**config.mk**
```make
export PLATFORM = sky130hd
export DESIGN_NAME = err_log
export DESIGN_NICKNAME = d
export VERILOG_FILES = /design/src/rtl/axi_rst_chk_pkg.sv /design/src/rtl/err_log.sv
export SDC_FILE = /design/constraint.sdc
export NUM_CORES = 1
export LEC_CHECK = 0
export BUFFER_PORTS_ARGS = -buffer_cell sky130_fd_sc_hd__buf_2
export CAP_MARGIN = 20
export CELL_PAD_IN_SITES_DETAIL_PLACEMENT = 2
export CELL_PAD_IN_SITES_GLOBAL_PLACEMENT = 2
export CORE_MARGIN = 3
export CORE_UTILIZATION = 22
export CTS_CLUSTER_DIAMETER = 120
export CTS_CLUSTER_SIZE = 40
export DETAILED_ROUTE_END_ITERATION = 16
export PLACE_DENSITY = 0.71
export RECOVER_POWER = 50
export SLEW_MARGIN = 20
export SYNTH_ARGS = -nofsm -noshare
export SYNTH_HDL_FRONTEND = slang
export SYNTH_SLANG_ARGS = --single-unit
```
**constraint.sdc**
```tcl
create_clock -name clk_i -period 0.9 [get_ports clk_i]
set_input_delay 0.045 -clock clk_i [delete_from_list [all_inputs] [get_ports clk_i]]
set_output_delay 0.045 -clock clk_i [all_outputs]
set_load 0.05 [all_outputs]
```
**src/rtl/axi_rst_chk_pkg.sv**
```systemverilog
package axi_rst_chk_pkg;
  localparam int NUM_ERR   = 4;
  localparam int NUM_VLD   = 5;
  localparam int CODE_W    = 3;
  localparam logic [1:0] BURST_RSVD = 2'b11;

  typedef enum logic [CODE_W-1:0] {
    ERR_NONE    = 3'd0,
    ERR_MGR_RST = 3'd1,
    ERR_SUB_RST = 3'd2,
    ERR_BURST   = 3'd3,
    ERR_SIZE    = 3'd4
  } err_code_e;

  // event vector bit positions, ascending = descending priority
  localparam int EV_MGR   = 0;
  localparam int EV_SUB   = 1;
  localparam int EV_BURST = 2;
  localparam int EV_SIZE  = 3;
endpackage

```
**src/rtl/err_log.sv**
```systemverilog
module err_log
  import axi_rst_chk_pkg::*;
#(
  parameter int N = NUM_ERR
) (
  input  logic              clk_i,
  input  logic              rst_ni,
  input  logic              clr_i,
  input  logic [N-1:0]      ev_i,
  output logic [N-1:0]      flag_o,
  output logic [CODE_W-1:0] code_o
);
  logic [N-1:0]      flag_q;
  logic [CODE_W-1:0] code_q;
  logic [CODE_W-1:0] pick;

  always_comb begin
    pick = '0;
    for (int i = N - 1; i >= 0; i--) begin
      if (ev_i[i]) pick = CODE_W'(i + 1);
    end
  end

  always_ff @(posedge clk_i or negedge rst_ni) begin
    if (!rst_ni) begin
      flag_q <= '0;
      code_q <= ERR_NONE;
    end else if (clr_i) begin
      flag_q <= '0;
      code_q <= ERR_NONE;
    end else begin
      flag_q <= flag_q | ev_i;
      if (code_q == ERR_NONE) code_q <= pick;
    end
  end

  assign flag_o = flag_q;
  assign code_o = code_q;

  p_sticky_r7: assert property (@(posedge clk_i) disable iff (!rst_ni)
    !clr_i |=> ((flag_o & $past(flag_o)) == $past(flag_o)));

  p_clear_r10: assert property (@(posedge clk_i) disable iff (!rst_ni)
    clr_i |=> (flag_o == '0 && code_o == ERR_NONE));

  p_code_hold_r8: assert property (@(posedge clk_i) disable iff (!rst_ni)
    (code_o != ERR_NONE && !clr_i) |=> $stable(code_o));

  p_code_first_r8: assert property (@(posedge clk_i) disable iff (!rst_ni)
    (code_o == ERR_NONE && !clr_i && ev_i[0]) |=> code_o == ERR_MGR_RST);

  p_code_range_r8: assert property (@(posedge clk_i) disable iff (!rst_ni)
    code_o <= CODE_W'(N));
endmodule

```
==> flow_metrics.env <==
export IMPL_synthCells=28
export IMPL_wirelength_um=783
export IMPL_crit_type="reg2out"
export IMPL_antenna_left=0
export IMPL_cp_start_kind="flop"
export IMPL_gp_congestion=0.628
export IMPL_final_max_slew_violation_count=0
export IMPL_die_height_um=42.1
export IMPL_grt_usage=0.104
export IMPL_hold_ws_ns=0.0486
export IMPL_placed_area_um2=362
export IMPL_ys_seq_area_frac=0.611
export IMPL_core_um2=1160
export IMPL_layout_common_cells="nor2_1 (10), buf_2 (5), buf_6 (5)"
export IMPL_hold_viol_final=0
export IMPL_synth_avg_cell_area_um2=10.2
export IMPL_fin_crit_sh=1.00
export IMPL_viasPerCell=4.39
export IMPL_cts_setup_buffers=0
export IMPL_ys_types=10
export IMPL_violations="setup timing"
export IMPL_cts_sinks=7
export IMPL_power_density_nw_per_um2=1960
export IMPL_ir_drop_v=0.000824
export IMPL_worstPathArrival_ns=0.86
export IMPL_hold_path_class="in2reg"
export IMPL_critPathTopFamily="flip-flops"
export IMPL_synth_xor_area_share=0
export IMPL_firstDrtPassIters=1
export IMPL_synth_fa_ha_area_frac=0
export IMPL_io_pins=14
export IMPL_pre_cts_ws_ns=0.0128
export IMPL_crit_path_max_fanout=4
export IMPL_synth_warnings=0
export IMPL_p_leak_uw=0.000212
export IMPL_crit_chain="buf_6"
export IMPL_nNetsFinal=53
export IMPL_die_area_um2=1770
export IMPL_cts_htree_levels=1
export IMPL_cap_violations=0
export IMPL_num_rows=12
export IMPL_cts_tree="done"
export IMPL_drt_initial_drc_count=0
export IMPL_worstMarginPinSlew_ns=0.435
export IMPL_rsz0062_at_grt="true"
export IMPL_num_vias=259
export IMPL_portBuffers=13
export IMPL_critical_path_required_ns=0.85
export IMPL_dp_hpwl_um=646
export IMPL_synth_compound_area_frac=0.0873
export IMPL_cts_path_max_buffers=2
export IMPL_path_buf_inv=1
export IMPL_max_stage_delay_ns=0.44
export IMPL_clock_latency_ns=0.25
export IMPL_finalClockSkew_ns=0.000861
export IMPL_drc=0
export IMPL_grt_max_degree=9
export IMPL_fin_area_um2=442
export IMPL_synth_top_family_by_area="simple AND/OR/NAND/NOR gates"
export IMPL_antenna_found_initial=0
export IMPL_synthMuxAreaShare=0
export IMPL_num_antenna_cells=0
export IMPL_drive_above_1_share=0.467
export IMPL_layout_commonest_cell="nor2_1"
export IMPL_syn_nets=35
export IMPL_cts_clk_slew_worst_paths_ns=0.06
export IMPL_wl_per_cell_um=13.3
export IMPL_synthSimpleGateAreaFrac=0.236
export IMPL_start_util=0.248
export IMPL_root_buffer="clkbuf_4"
export IMPL_slew_headroom=0.710
export IMPL_ys_ff_latch=7
export IMPL_run_status="complete, but fails checks"
export IMPL_end_kind="output port"
export IMPL_die_width_um=42.1
export IMPL_synth_area_um2=287
export IMPL_worst_path_max_delay_cell="dfrtp_2"
export IMPL_gr_total_overflow=0
export IMPL_fmax_mhz=1110
export IMPL_area_growth_pct=54.1
export IMPL_fin_ws_ns=-0.000631
export IMPL_setup_violations=1
export IMPL_fin_crit_ns=0.901
export IMPL_cts_made_buffers=3
export IMPL_first_global_vias=296
export IMPL_grt_pass1_wl_um=1350
-- sequential cells by signal, summed over array words and instances, names as in the netlist --
register	count
code_o	3
flag_o	4
-- area by class of cell --
class / instances / area, µm²
inverter: 2 / 7.51
tap: 14 / 17.5
clock buffer: 4 / 26.3
sequential: 7 / 179
timing repair buffer: 14 / 110
fill: 128 / 714
multi-input combinational: 18 / 101
-- cells in the mapped netlist (all sizes together) --
master | n | area share
dfrtp | 7 | 0.61
buf | 1 | 0.039
inv | 2 | 0.026
nor2b | 1 | 0.022
a21oi | 1 | 0.017
a22o | 1 | 0.031
o21ai | 1 | 0.017
nor3 | 2 | 0.070
nor2 | 11 | 0.14
a31oi | 1 | 0.022
-- final timing paths --
kind / startpoint / endpoint / slack [ns] / cells past startpoint
min in group asynchronous: rst_ni / flag_o[3] / 0.24 / 2
worst min register to register: flag_o[1] / flag_o[1] / 0.51 / 2
max in group asynchronous: rst_ni / code_o[1] / 0.33 / 2
worst min-delay path: ev_i[3] / flag_o[3] / 0.05 / 3
worst max register to register: code_o[0] / code_o[2] / 0.03 / 3
worst max-delay path: code_o[1] / code_o[1] / -0.0006 / 1
-- stage by stage --
| stage | TNS (ns) | util | power (µW) | cells |
|---|---|---|---|---|
| after floorplan | -0.0741 | - | 488 | 28 |
| after global placement | 0 | 0.313 | 537 | 54 |
| after detailed placement | 0 | 0.313 | 547 | 54 |
| after CTS | -0.00441 | 0.369 | 872 | 59 |
| after global routing | -0.151 | 0.382 | 930 | 59 |
| final | -0.000631 | 0.382 | 866 | 59 |
-- power breakdown --
part / total [µW] / internal [µW] / switching, µW
clock: 289 / 169 / 120
sequential: 366 / 340 / 25.6
combinational: 211 / 75.6 / 135
-- kinds of logic (layout without fill, tap and decap cells) --
family | count (synthesis) | in the layout
AOI/OAI and AO/OA | 4 | 4
and+or+nand+nor | 14 | 14
buffers and inverters | 3 | 20
DFF | 7 | 7
-- layer usage --
metal	global-route usage	wire (µm)	part of all wire
met1	0.110	301	0.38
met3	0.0429	50	0.064
met4	0.0559	16	0.020
met2	0.173	414	0.53
met5	0	0	0
-- repair_timing --
item	CTS	global route
setup endpoints to repair	7	7
hold buffers	1	0
pin swaps	1	0
resized for setup	10	4
endpoints found under the hold margin	7	0
No activity file was read; power rests on OpenSTA's default activity.
